==> src/rtl/xcvr_pkg.sv <==
package xcvr_pkg;
  typedef enum logic {SRC_LIVE = 1'b0, SRC_STORED = 1'b1} src_sel_e;
  localparam int NDIR = 2;   // index 0: A toward B, index 1: B toward A
endpackage

==> src/rtl/xcvr_rst_sync.sv <==
module xcvr_rst_sync #(
  parameter int STAGES = 2
) (
  input  logic clk,
  input  logic rst_n,
  output logic rst_q
);
  logic [STAGES-1:0] sh_q;
  logic [STAGES-1:0] sh_d;

  always_comb sh_d = {sh_q[STAGES-2:0], 1'b1};

  always_ff @(posedge clk or negedge rst_n) begin
    if (!rst_n) sh_q <= '0;
    else        sh_q <= sh_d;
  end

  assign rst_q = sh_q[STAGES-1];
endmodule

==> src/rtl/xcvr_cap_reg.sv <==
module xcvr_cap_reg #(
  parameter int W = 8
) (
  input  logic         clk,
  input  logic         rst_n,
  input  logic         stb,
  input  logic [W-1:0] din,
  output logic [W-1:0] store_q
);
  logic         stb_q;
  logic         cap_en;
  logic [W-1:0] store_d;

  always_comb begin
    cap_en  = stb & ~stb_q;
    store_d = cap_en ? din : store_q;
  end

  always_ff @(posedge clk or negedge rst_n) begin
    if (!rst_n) begin
      stb_q   <= 1'b0;
      store_q <= '0;
    end else begin
      stb_q   <= stb;
      store_q <= store_d;
    end
  end
endmodule

==> src/rtl/xcvr_drv.sv <==
module xcvr_drv
  import xcvr_pkg::*;
#(
  parameter int W = 8
) (
  input  logic         clk,
  input  logic         rst_n,
  input  logic         sel,
  input  logic [W-1:0] live,
  input  logic [W-1:0] stored,
  input  logic         en_req,
  output logic [W-1:0] dout,
  output logic         oe
);
  logic [W-1:0] dout_d;

  always_comb begin
    if (src_sel_e'(sel) == SRC_STORED) dout_d = stored;
    else                               dout_d = live;
  end

  always_ff @(posedge clk or negedge rst_n) begin
    if (!rst_n) begin
      dout <= '0;
      oe   <= 1'b0;
    end else begin
      dout <= dout_d;
      oe   <= en_req;
    end
  end
endmodule

==> src/rtl/bus_xcvr_reg.sv <==
module bus_xcvr_reg
  import xcvr_pkg::*;
#(
  parameter int W = 8,
  parameter int SYNC_STAGES = 2
) (
  input  logic         clk,
  input  logic         rst_n,
  input  logic [W-1:0] a_in,
  output logic [W-1:0] a_out,
  output logic         a_oe,
  input  logic [W-1:0] b_in,
  output logic [W-1:0] b_out,
  output logic         b_oe,
  input  logic         stb_ab,
  input  logic         stb_ba,
  input  logic         sel_ab,
  input  logic         sel_ba,
  input  logic         dir_b,
  input  logic         oe_a_n
);
  logic                      rst_q;
  logic [NDIR-1:0][W-1:0]    near_in;
  logic [NDIR-1:0][W-1:0]    store_q;
  logic [NDIR-1:0][W-1:0]    far_out;
  logic [NDIR-1:0]           stb_v;
  logic [NDIR-1:0]           sel_v;
  logic [NDIR-1:0]           en_v;
  logic [NDIR-1:0]           oe_v;

  xcvr_rst_sync #(.STAGES(SYNC_STAGES)) u_rst (
    .clk(clk), .rst_n(rst_n), .rst_q(rst_q)
  );

  always_comb begin
    near_in = {b_in, a_in};
    stb_v   = {stb_ba, stb_ab};
    sel_v   = {sel_ba, sel_ab};
    en_v    = {~oe_a_n, dir_b};
  end

  for (genvar g = 0; g < NDIR; g++) begin : g_dir
    xcvr_cap_reg #(.W(W)) u_cap (
      .clk(clk), .rst_n(rst_q), .stb(stb_v[g]),
      .din(near_in[g]), .store_q(store_q[g])
    );
    xcvr_drv #(.W(W)) u_drv (
      .clk(clk), .rst_n(rst_q), .sel(sel_v[g]),
      .live(near_in[g]), .stored(store_q[g]),
      .en_req(en_v[g]), .dout(far_out[g]), .oe(oe_v[g])
    );
  end

  assign b_out = far_out[0];
  assign b_oe  = oe_v[0];
  assign a_out = far_out[1];
  assign a_oe  = oe_v[1];
endmodule

==> config.mk <==
export PLATFORM = sky130hd
export DESIGN_NAME = bus_xcvr_reg
export DESIGN_NICKNAME = d
export VERILOG_FILES = /design/src/rtl/xcvr_pkg.sv /design/src/rtl/xcvr_rst_sync.sv /design/src/rtl/xcvr_cap_reg.sv /design/src/rtl/xcvr_drv.sv /design/src/rtl/bus_xcvr_reg.sv
export SDC_FILE = /design/constraint.sdc
export NUM_CORES = 1
export LEC_CHECK = 0
export ABC_AREA = 1
export BUFFER_PORTS_ARGS = -buffer_cell sky130_fd_sc_hd__buf_2
export CORE_ASPECT_RATIO = 1.4
export CORE_UTILIZATION = 50
export DETAILED_ROUTE_END_ITERATION = 8
export PLACE_DENSITY = 0.86
export SLEW_MARGIN = 20
export SYNTH_ARGS = -nofsm -noshare
export SYNTH_HDL_FRONTEND = slang
export SYNTH_SLANG_ARGS = --single-unit
==> constraint.sdc <==
create_clock -name clk -period 1.6 [get_ports clk]
set_clock_uncertainty 0.05 [all_clocks]
set_input_delay 0.16 -clock clk [delete_from_list [all_inputs] [get_ports clk]]
set_output_delay 0.16 -clock clk [all_outputs]
set_load 0.1 [all_outputs]
# Word-level counts from Yosys, hierarchy flattened
# Cells that the tools add are included.
[totals] output_inout_bits=18 reg_bits=38 input_bits=24
[op_classes] mux=2 n_bitwise=5
[ops] op="8-bit two-way mux" count=2
[ops] op="1-bit NOT" count=3
[ops] op="1-bit bitwise AND" count=2

# Logic depth before layout (Yosys ltp)
# Gate-level depths: netlist (run 1).
[logic_depth] depth_word=2 depth_mapped=4 depth_no_buf=4

# Hierarchy
# From an unflattened synthesis (run 1), not the netlist that was laid out.
[hier_totals] hier_cells=146 area_unflattened_um2=1421.4
[modules_own_cells] module="xcvr_cap_reg" cells_each=36 seq_area_each_um2=225.2 n_inst=2 area_each_um2=351.6
[modules_own_cells] module="xcvr_drv" cells_each=35 seq_area_each_um2=225.2 n_inst=2 area_each_um2=330.3
[modules_own_cells] module="xcvr_rst_sync" cells_each=3 seq_area_each_um2=50.0 n_inst=1 area_each_um2=53.8
[modules_own_cells] module="bus_xcvr_reg" cells_each=1 seq_area_each_um2=0.0 n_inst=1 area_each_um2=3.8

# Worst setup path after synthesis (run 1)
# Ideal clock, no wire load.
[synth_timing] kind="reg-to-output" start="reg g_dir[1].u_drv.oe" end="out a_oe" setup_slack_ns=0.507 required_time_ns=1.390 stages_incl_launch_ff=1 arrival_ns=0.883 n_path_buf=0 path_cell_list="dfrtp_1"
[synth_lines] item="from (decl)" line="xcvr_drv.sv:13" text="output logic oe"
[synth_lines] item="from (signal assigned)" line="xcvr_drv.sv:28" text="oe <= en_req;"
[synth_lines] item="to (decl)" line="bus_xcvr_reg.sv:11" text="output logic a_oe,"
# No word-level cell between the ends.

# Worst setup path in the final report (run 1)
[layout_timing] start="reg g_dir[0].u_drv.oe" end="out b_oe"
[layout_lines] item="from (decl)" line="xcvr_drv.sv:13"
[layout_lines] item="from (signal assigned)" line="xcvr_drv.sv:28"
[layout_lines] item="to (decl)" line="bus_xcvr_reg.sv:14" text="output logic b_oe,"
# No word-level cell between the ends.

==> summary.md, run 1 <==
| Metric | Value |
|---|---|
| Worst Setup End Kind | output port |
| RSZ-0062 raised after global routing | false |
| Vias per cell | 4.82 |
| Wirelength, routed | 2720 µm |
| Final Setup Violations | 0 |
| Post-route clock period utilization | 0.831 |
| Register area | 951 µm² |
| CP Launch Type | register |
| Critical path buffer and inverter count | 1 |
| DR vias | 1109 |
| CP Data Required Time | 1390 ps |
| Post-Syn Area per Cell | 9.91 µm² |
| Hold/Removal Path Class | in2reg |
| # DRC | 0 |
| Grt peak-use layer | met2 |
| Yosys warning count | 0 |
| Fmax | 0.752 GHz |
| CTS root buf | clkbuf_4 |
| Core Region | 2670 µm² |
| Cell Area, Synth | 1430 µm² |
| Post-synthesis register bit count | 38 |
| Gate Count Post-Synth | 144 |
| Yosys top cell area share | 0.667 |
| P&R area growth vs syn | 23.1% |
| ANT nets after route | 0 |
| Met1 usage in global routing | 0.230 |
| Outcome | completed |
| GRT Overall Usage | 0.214 |
| Clock Pin Slew Worst Setup and Hold Paths | 100 ps |
| Largest net degree at the start of global routing | 19 |
| Utilization after layout | 0.657 |
| Syn_nets | 168 |
| CP max FO | 1 |
| Max cap viols | 0 |
| Area of the multi-input gates | 367 µm² |
| Number of DRC markers in iteration 0 | 47 |
| CP delay by family, top | buffers and inverters |
| Crit-path slowest cell | buf_2 |
| Pwr dens | 1220 nW/µm² |
| Min Tclk post-route | 1330 ps |
| Antenna violations before repair | 0 |
| Die Ht | 65.2 µm |
| # IOs | 42 |
| Initial Util | 0.534 |
| Vias in the first global route | 1103 |
| Ant diodes | 0 |
| Count leader, synth | nand2_1 |
| Post-CTS setup buffer count | 0 |
| RePlAce Congestion | 0.723 |
| CTS tree | built |
| Met2 capacity usage during global routing | 0.372 |
| Layout cell share with drive strength beyond 1 | 0.273 |
| Crit Path Class | reg2out |
| Rows | 22 |
| Final hold vios | 0 |
| Post-synth EDFFs | 0 |
| DR WL/cell | 11.8 µm |
| Clk_lat worst skew | 340 ps |
| # port buffers | 41 |
| TritonCTS buffer count | 5 |
| CP cell instances | buf_2 |
| Setup TNS | 0 ps |
| Nets | 219 |
| Resized Gates After CTS | 0 |
| Synth area leader | dfrtp_1 |
| DR pass1 iterations | 4 |
| Post-synth top cells | 48 x nand2_1, 38 x dfrtp_1, 17 x inv_1 |
| Pins Over Slew Limit | 0 |
| Leak | 0.993 nW |
| Grt total ovfl | 0 |
| Ranking of synthesized cells by area | dfrtp_1 67%, nand2_1 13%, nand3_1 5.6% |
| Max incr delay on CP | 420 ps |
| First-pass GRT wire length | 4560 µm |
| Die width | 47.1 µm |
| Arrival time worst endpoint | 1120 ps |
| HPWL after DPL | 1910 µm |
| Post-synthesis cell type count | 10 |
| Sequential element share of the synthesized area | 0.667 |
| Hold_ws | 8.91 ps |
| Async SR Flop Fraction | 1.00 |
| Met3 usage | 0.0742 |
| Clock sinks | 38 |
| Max Root-Sink Buffers | 2 |
| Die area | 3070 µm² |
| Layout filler cell count | 231 |
| Main synth FF type | dfrtp_1 |
| Peak supply drop | 794 µV |
| Hold buffers post-CTS | 4 |
| Clock H-tree levels | 2 |
[worst reg2reg max path, stage by stage, from the launching register on]
cell,delay (ps)
dfrtp_1,400
inv_2,160
nand2_4,110
nand2_1,90
nand2_1,50
[layer usage]
layer / vias up / share of wire
met1: 514 / 0.37
met4: 0 / 0.021
met2: 44 / 0.55
li1: 543 / -
met3: 8 / 0.062
met5: - / 0
[placed cells by master (no fill, tap or decap), drive strengths merged]
| cell type | n |
|---|---|
| nand2 | 50 |
| buf | 43 |
| dfrtp | 38 |
| inv | 19 |
| o21ai | 16 |
| nand3 | 16 |
| clkbuf | 6 |
| dlygate4sd3 | 5 |
| conb | 1 |
[power by group]
| group | switching (mW) | internal, mW | total (mW) | leakage (nW) |
|---|---|---|---|---|
| clock network | 0.279 | 0.198 | 0.477 | 0.0302 |
| registers | 0.0393 | 1.06 | 1.10 | 0.464 |
| logic | 0.457 | 0.104 | 0.561 | 0.499 |
[path summary, 6_finish.rpt]
kind	start	endpoint	slack, ps	cells after the start
max in group asynchronous	u_rst.sh_q[1]	g_dir[1].u_drv.dout[4]	1140	1
worst min-delay path	a_in[3]	g_dir[0].u_drv.dout[3]	9	3
min in group asynchronous	rst_n	u_rst.sh_q[0]	70	2
worst max-delay path	g_dir[0].u_drv.oe	b_oe	270	1
worst min register to register	u_rst.sh_q[1]	g_dir[0].u_drv.dout[3]	170	1
worst max register to register	g_dir[1].u_cap.stb_q	g_dir[1].u_cap.store_q[6]	650	4
[sequential cells by signal (all words and copies together), names as in the netlist]
signal and cells:
u_rst.sh_q 2, g_dir.u_cap.store_q 16, g_dir.u_drv.oe 2, g_dir.u_cap.stb_q 2, g_dir.u_drv.dout 16
[cell families (layout without fill, tap and decap cells)]
| kind of cell | Yosys count | in the layout | share of synthesized area |
|---|---|---|---|
| AOI/OAI and AO/OA | 16 | 16 | 0.0561 |
| buffers and inverters | 23 | 73 | 0.0763 |
| other | 1 | 1 | 0.00263 |
| DFF | 38 | 38 | 0.667 |
| and+or+nand+nor | 66 | 66 | 0.198 |
[metrics by stage]
step	setup slack, ps	cells	power (mW)	cell area (µm²)
after detailed placement	659	219	1.67	1650
after floorplan	414	144	1.55	1430
after global placement	665	219	1.65	1650
final	271	230	2.13	1760
after CTS	278	229	2.15	1750
after global routing	226	230	2.25	1760
[area by class of cell]
| class | instances | area share |
|---|---|---|
| Multi-Input combinational cell | 83 | 0.209 |
| Clock buffer | 6 | 0.0292 |
| Timing Repair Buffer | 48 | 0.154 |
| Inverter | 19 | 0.0406 |
| Sequential cell | 38 | 0.542 |
| Tap cell | 36 | 0.0257 |
No activity file was read; power rests on OpenSTA's default activity.
==> run 2, diff against run 1 <==
==> constraint.sdc (replaced) <==
create_clock -name clk -period 1.24 [get_ports clk]
set_clock_uncertainty 0.05 [all_clocks]
set_input_delay 0.124 -clock clk [delete_from_list [all_inputs] [get_ports clk]]
set_output_delay 0.124 -clock clk [all_outputs]
set_load 0.1 [all_outputs]
==> run 2 against run 1 <==
Compared with the run above:
- final area increased by 16%
- count of clock-buffer cells in the layout increased by 1
- flip-flop and latch count unchanged
- utilization increased by 10 points
- global-route usage increased by 3.1 points
- first-iteration DRC count decreased by 55%
- critical path type unchanged
==> summary.md, run 2 (synthesis gave the netlist of run 1 again) <==
| Metric | Value |
|---|---|
| Final Setup Violations | 0 (unchanged) |
| Die width | 47.1 µm (unchanged) |
| CTS tree | built (unchanged) |
| Utilization after layout | 0.762 (was 0.657) |
| Layout cell share with drive strength beyond 1 | 0.243 (was 0.273) |
| Flop2flop setup slack | 290 ps (was 650 ps) |
| Pwr dens | 1410 nW/µm² (was 1220 nW/µm²) |
| WP depth | 1 (unchanged) |
| Fmax | 0.859 GHz |
| CP Data Required Time | 1070 ps (was 1390 ps) |
| Wirelength, routed | 3100 µm (was 2720 µm) |
| Clock Pin Slew Worst Setup and Hold Paths | 100 ps (about the same) |
| First-pass GRT wire length | 5180 µm (was 4560 µm) |
| Die Ht | 65.2 µm (unchanged) |
| Leading cell types in the layout, fill and taps excluded | 48 x nand2_1, 38 x dfrtp_1, 23 x buf_2 (was 48 x nand2_1, 41 x buf_2, 38 x dfrtp_1) |
| Post-route clock period utilization | 0.939 |
| Grt total ovfl | 0 (unchanged) |
| RePlAce Congestion | 0.753 (was 0.723) |
| Arrival time worst endpoint | 990 ps (was 1120 ps) |
| Setup WS pre-CTS | 323 ps (was 659 ps) |
| Commonest non-fill, non-tap cell in the layout | nand2_1 (unchanged) |
| Worst Setup End Kind | output port (unchanged) |
| Die area | 3070 µm² (unchanged) |
| P&R area growth vs syn | 42.6% (was 23.1%) |
| Core Region | 2670 µm² (unchanged) |
| DR vias | 1191 (was 1109) |
| # port buffers | 41 (unchanged) |
| CTS root buf | clkbuf_4 (unchanged) |
| DR WL/cell | 12.6 µm (was 11.8 µm) |
| CP delay by family, top | flip-flops (was buffers and inverters) |
| Ant diodes | 0 (unchanged) |
| Rows | 22 (unchanged) |
| Max incr delay on CP | 360 ps (was 420 ps) |
| Antenna violations before repair | 0 (unchanged) |
| Number of DRC markers in iteration 0 | 21 (was 47) |
| Pins Over Slew Limit | 0 (unchanged) |
| R2R Path End | g_dir[0].u_cap.store_q[7] (was g_dir[1].u_cap.store_q[6]) |
| Vias per cell | 4.84 (was 4.82) |
| Crit-path slowest cell | dfrtp_1 (was buf_2) |
| CP max FO | 1 (unchanged) |
| Peak supply drop | 900 µV (was 794 µV) |
| Area of the multi-input gates | 367 µm² (unchanged) |
| Vias in the first global route | 1255 (was 1103) |
| TritonCTS buffer count | 5 (unchanged) |
| Leak | 1.09 nW (was 0.993 nW) |
| Largest net degree at the start of global routing | 30 (was 19) |
| Placed cells | 218 (was 219) |
| Initial Util | 0.534 (unchanged) |
| Largest regs | g_dir.u_cap.store_q: 16 flops, g_dir.u_drv.dout: 16 flops (unchanged) |
| Clock H-tree levels | 2 (unchanged) |
| Final worst slack | 75.4 ps (was 271 ps) |
| Reg2reg path depth | 4 (unchanged) |
| Post-CTS setup buffer count | 0 (unchanged) |
| Outcome | completed (unchanged) |
| Register area | 951 µm² (unchanged) |
| Setup TNS | 0 ps (unchanged) |
| GRT Overall Usage | 0.246 (was 0.214) |
| Crit Path Class | reg2out (unchanged) |
| Critical path buffer and inverter count | 1 (unchanged) |
| Layout filler cell count | 176 (was 231) |
| Nets | 234 (was 219) |
| CP cell instances | buf_4 (was buf_2) |
| Max Root-Sink Buffers | 2 (unchanged) |
| # IOs | 42 (unchanged) |
| Hold_ws | 59.6 ps (was 8.91 ps) |
| Max cap viols | 0 (unchanged) |
| Hold/Removal Path Class | in2async (was in2reg) |
| Fin cells | 246 (was 230) |
| Clock sinks | 38 (unchanged) |
| HPWL after DPL | 2020 µm (was 1910 µm) |
| Min Tclk post-route | 1160 ps |
| RSZ-0062 raised after global routing | false (unchanged) |
| FF-to-FF Start | g_dir[0].u_cap.stb_q (was g_dir[1].u_cap.stb_q) |
| Clk_lat worst skew | 340 ps (about the same) |
| DR pass1 iterations | 4 (unchanged) |
| # DRC | 0 (unchanged) |
| ANT nets after route | 0 (unchanged) |
| CP Launch Type | register (unchanged) |
| Final hold vios | 0 (unchanged) |
==> run 2: repair_timing <==
| item | in CTS | in global routing |
|---|---|---|
| setup endpoints to repair | 12 | 0 |
| hold buffers | 21 | 0 |
| hold endpoints to repair | 37 | 0 |
| gates resized for setup | 12 | 0 |
==> run 2: layer usage <==
| metal | part of all wire | track usage | wire length (µm) | vias up |
|---|---|---|---|---|
| met2 | 0.56 | 0.444 | 1740 | 46 |
| met4 | 0.031 | 0.114 | 97 | 0 |
| met3 | 0.050 | 0.0714 | 155 | 13 |
| li1 | - | - | - | 573 |
| met5 | 0 | 0 | 0 | - |
| met1 | 0.36 | 0.240 | 1110 | 559 |
==> run 2: final cells by class <==
class	instances	area share
Sequential cell	38	0.467
Timing Repair Buffer	63	0.273
Multi-Input combinational cell	83	0.180
Inverter	19	0.0351
Clock buffer	7	0.0221
Tap cell	36	0.0221
==> run 2: worst max path at each step <==
stage,from,to
after floorplan,u_rst.sh_q[1],g_dir[0].u_cap.stb_q
after global placement,g_dir[0].u_drv.dout[0],b_out[0]
after detailed placement,g_dir[0].u_drv.oe,b_oe
after CTS,g_dir[0].u_drv.oe,b_oe
after global routing,g_dir[1].u_drv.dout[7],a_out[7]
final,g_dir[0].u_drv.oe,b_oe
==> run 2: through the flow <==
step / power [mW] / cell area [µm²]
finish: 2.86 / 2030
global route: 3.01 / 2030
CTS: 2.88 / 2030
detailed placement: 2.23 / 1750
global placement: 2.21 / 1750
floorplan: 2.00 / 1430
==> run 2: where the power goes <==
part | internal [mW] | switching [mW] | leakage, nW
Sequential | 1.37 | 0.0697 | 0.464
Combinational | 0.254 | 0.596 | 0.603
Clock | 0.214 | 0.363 | 0.0254
Total | 1.83 | 1.03 | 1.09
==> run 3, diff against run 2 <==
--- a/config.mk
+++ b/config.mk
@@ -11,6 +11,7 @@
 export CORE_UTILIZATION = 50
 export DETAILED_ROUTE_END_ITERATION = 8
 export PLACE_DENSITY = 0.86
+export SETUP_SLACK_MARGIN = 0.5
 export SLEW_MARGIN = 20
 export SYNTH_ARGS = -nofsm -noshare
 export SYNTH_HDL_FRONTEND = slang
==> run 3 against run 2 <==
Compared with the run above:
- combinational power increased by 28%
- sequential power increased by 8%
- non-clock buffer count increased by 5
- global-route usage increased by 9.3 points
- total power increased by 21%
- first-iteration DRC count increased to 4.0 times the previous value
- critical endpoint is now b_out[2]
- die area unchanged
==> summary.md, run 3 (synthesis gave the netlist of run 1 again) <==
| Metric | Value |
|---|---|
| Outcome | completed (unchanged) |
| # port buffers | 41 (unchanged) |
| Core Region | 2670 µm² (unchanged) |
| P&R area growth vs syn | 73.4% (was 42.6%) |
| GRT Overall Usage | 0.339 (was 0.246) |
| Layout filler cell count | 86 (was 176) |
| CTS root buf | clkbuf_4 (unchanged) |
| CTS tree | built (unchanged) |
| Die area | 3070 µm² (unchanged) |
| ANT nets after route | 0 (unchanged) |
| DR pass1 iterations | 5 (was 4) |
| Leak | 1.20 nW (was 1.09 nW) |
| Leading cell types in the layout, fill and taps excluded | 26 x nand2_1, 23 x buf_2, 21 x dlygate4sd3_1 (was 48 x nand2_1, 38 x dfrtp_1, 23 x buf_2) |
| Arrival time worst endpoint | 1060 ps (was 990 ps) |
| Clock H-tree levels | 2 (unchanged) |
| Clock sinks | 38 (unchanged) |
| # DRC | 0 (unchanged) |
| Worst Setup End Kind | output port (unchanged) |
| Initial Util | 0.534 (unchanged) |
| Number of DRC markers in iteration 0 | 85 (was 21) |
| # IOs | 42 (unchanged) |
| Crit-path slowest cell | dfrtp_4 (was dfrtp_1) |
| CP delay by family, top | flip-flops (unchanged) |
| Hold/Removal Path Class | in2async (unchanged) |
| Clock Pin Slew Worst Setup and Hold Paths | 110 ps (was 100 ps) |
| DR WL/cell | 21.5 µm (was 12.6 µm) |
| Die width | 47.1 µm (unchanged) |
| Peak supply drop | 1460 µV (was 900 µV) |
| DR vias | 1392 (was 1191) |
| Fin area | 2470 µm² (was 2030 µm²) |
| Vias per cell | 5.50 (was 4.84) |
| HPWL after DPL | 2340 µm (was 2020 µm) |
| Clk_lat worst skew | 360 ps (was 340 ps) |
| Largest regs | g_dir.u_cap.store_q: 16 flops, g_dir.u_drv.dout: 16 flops (unchanged) |
| Area of the multi-input gates | 489 µm² (was 367 µm²) |
| Fmax | 0.813 GHz (was 0.859 GHz) |
| Antenna violations before repair | 1 (was 0) |
| Largest net degree at the start of global routing | 33 (was 30) |
| Critical path buffer and inverter count | 1 (unchanged) |
| Register area | 1020 µm² (was 951 µm²) |
| Min Tclk post-route | 1230 ps (was 1160 ps) |
| RSZ-0062 raised after global routing | true (was false) |
| TritonCTS buffer count | 5 (unchanged) |
| Pwr dens | 1400 nW/µm² (was 1410 nW/µm²) |
| CP cell instances | buf_12 (was buf_4) |
| Pins Over Slew Limit | 0 (unchanged) |
| Final hold vios | 0 (unchanged) |
| First-pass GRT wire length | 6910 µm (was 5180 µm) |
| CP max FO | 1 (unchanged) |
| Die Ht | 65.2 µm (unchanged) |
| Nets | 239 (was 234) |
| Max incr delay on CP | 520 ps (was 360 ps) |
| Grt total ovfl | 0 (unchanged) |
| Vias in the first global route | 1520 (was 1255) |
| Commonest non-fill, non-tap cell in the layout | nand2_1 (unchanged) |
| Max Root-Sink Buffers | 2 (unchanged) |
| Wirelength, routed | 5440 µm (was 3100 µm) |
| RePlAce Congestion | 0.777 (was 0.753) |
| Crit Path Class | reg2out (unchanged) |
| Layout cell share with drive strength beyond 1 | 0.491 (was 0.243) |
| Max cap viols | 0 (unchanged) |
| Placed instance area | 2000 µm² (was 1750 µm²) |
| Rows | 22 (unchanged) |
| Setup WS pre-CTS | 306 ps (was 323 ps) |
| CP Data Required Time | 1070 ps (about the same) |
| Utilization after layout | 0.926 (was 0.762) |
| CP Launch Type | register (unchanged) |
| Post-route clock period utilization | 0.993 (was 0.939) |
| Final Setup Violations | 0 (unchanged) |
| Final worst slack | 9.25 ps (was 75.4 ps) |
==> run 3: path summary, 6_finish.rpt <==
path,to,from,cells after the start,slack [ps]
hold reg to reg,g_dir[0].u_drv.oe,u_rst.sh_q[1],0,50
min in group clk,g_dir[1].u_drv.dout[5],sel_ba,3,100
setup / recovery,b_out[2],g_dir[0].u_drv.dout[2],1,9
setup reg to reg,g_dir[0].u_cap.store_q[3],g_dir[0].u_cap.stb_q,4,230
max in group asynchronous,g_dir[1].u_drv.dout[5],u_rst.sh_q[1],1,670
hold / removal,u_rst.sh_q[1],rst_n,2,50
==> run 3: what timing repair did <==
item,in CTS,in global routing
cloned,0,0
hold buffers,21,0
buffers inserted,4,1
endpoints found under the hold margin,37,0
resized for setup,24,32
pin swaps,0,5
endpoints found under the setup margin,36,50
==> run 3: routing by layer <==
layer,routed length (µm),vias up,GRT usage
met5,0,-,0
met4,340,0,0.214
met3,306,28,0.0824
met2,2870,96,0.594
met1,1930,677,0.333
li1,-,591,-
==> run 3: power by group <==
part           switching (mW)  internal (mW)
Clock                   0.426          0.417
Sequential              0.136           1.40
Combinational           0.690          0.397
==> run 3: stage by stage <==
| stage | std cells | TNS, ps | hold WS (ps) | total power, mW |
|---|---|---|---|---|
| 2_1_floorplan | 144 | 0 | -222 | 2.05 |
| 3_3_place_gp | 218 | 0 | -141 | 2.39 |
| 3_5_place_dp | 218 | 0 | -131 | 2.42 |
| 4_1_cts | 251 | 0 | 11.5 | 3.34 |
| 5_1_grt | 253 | -22.8 | 30.5 | 3.57 |
| 6_report | 253 | 0 | 47.9 | 3.47 |
==> run 3: cell type report <==
class | instances | area share
diodes | 1 | 0.00101
clock buffers | 5 | 0.0152
clock inverters | 3 | 0.0162
inverters | 19 | 0.0309
multi-input cells | 83 | 0.198
flip-flops and latches | 38 | 0.412
well taps | 36 | 0.0182
repair buffers | 68 | 0.309
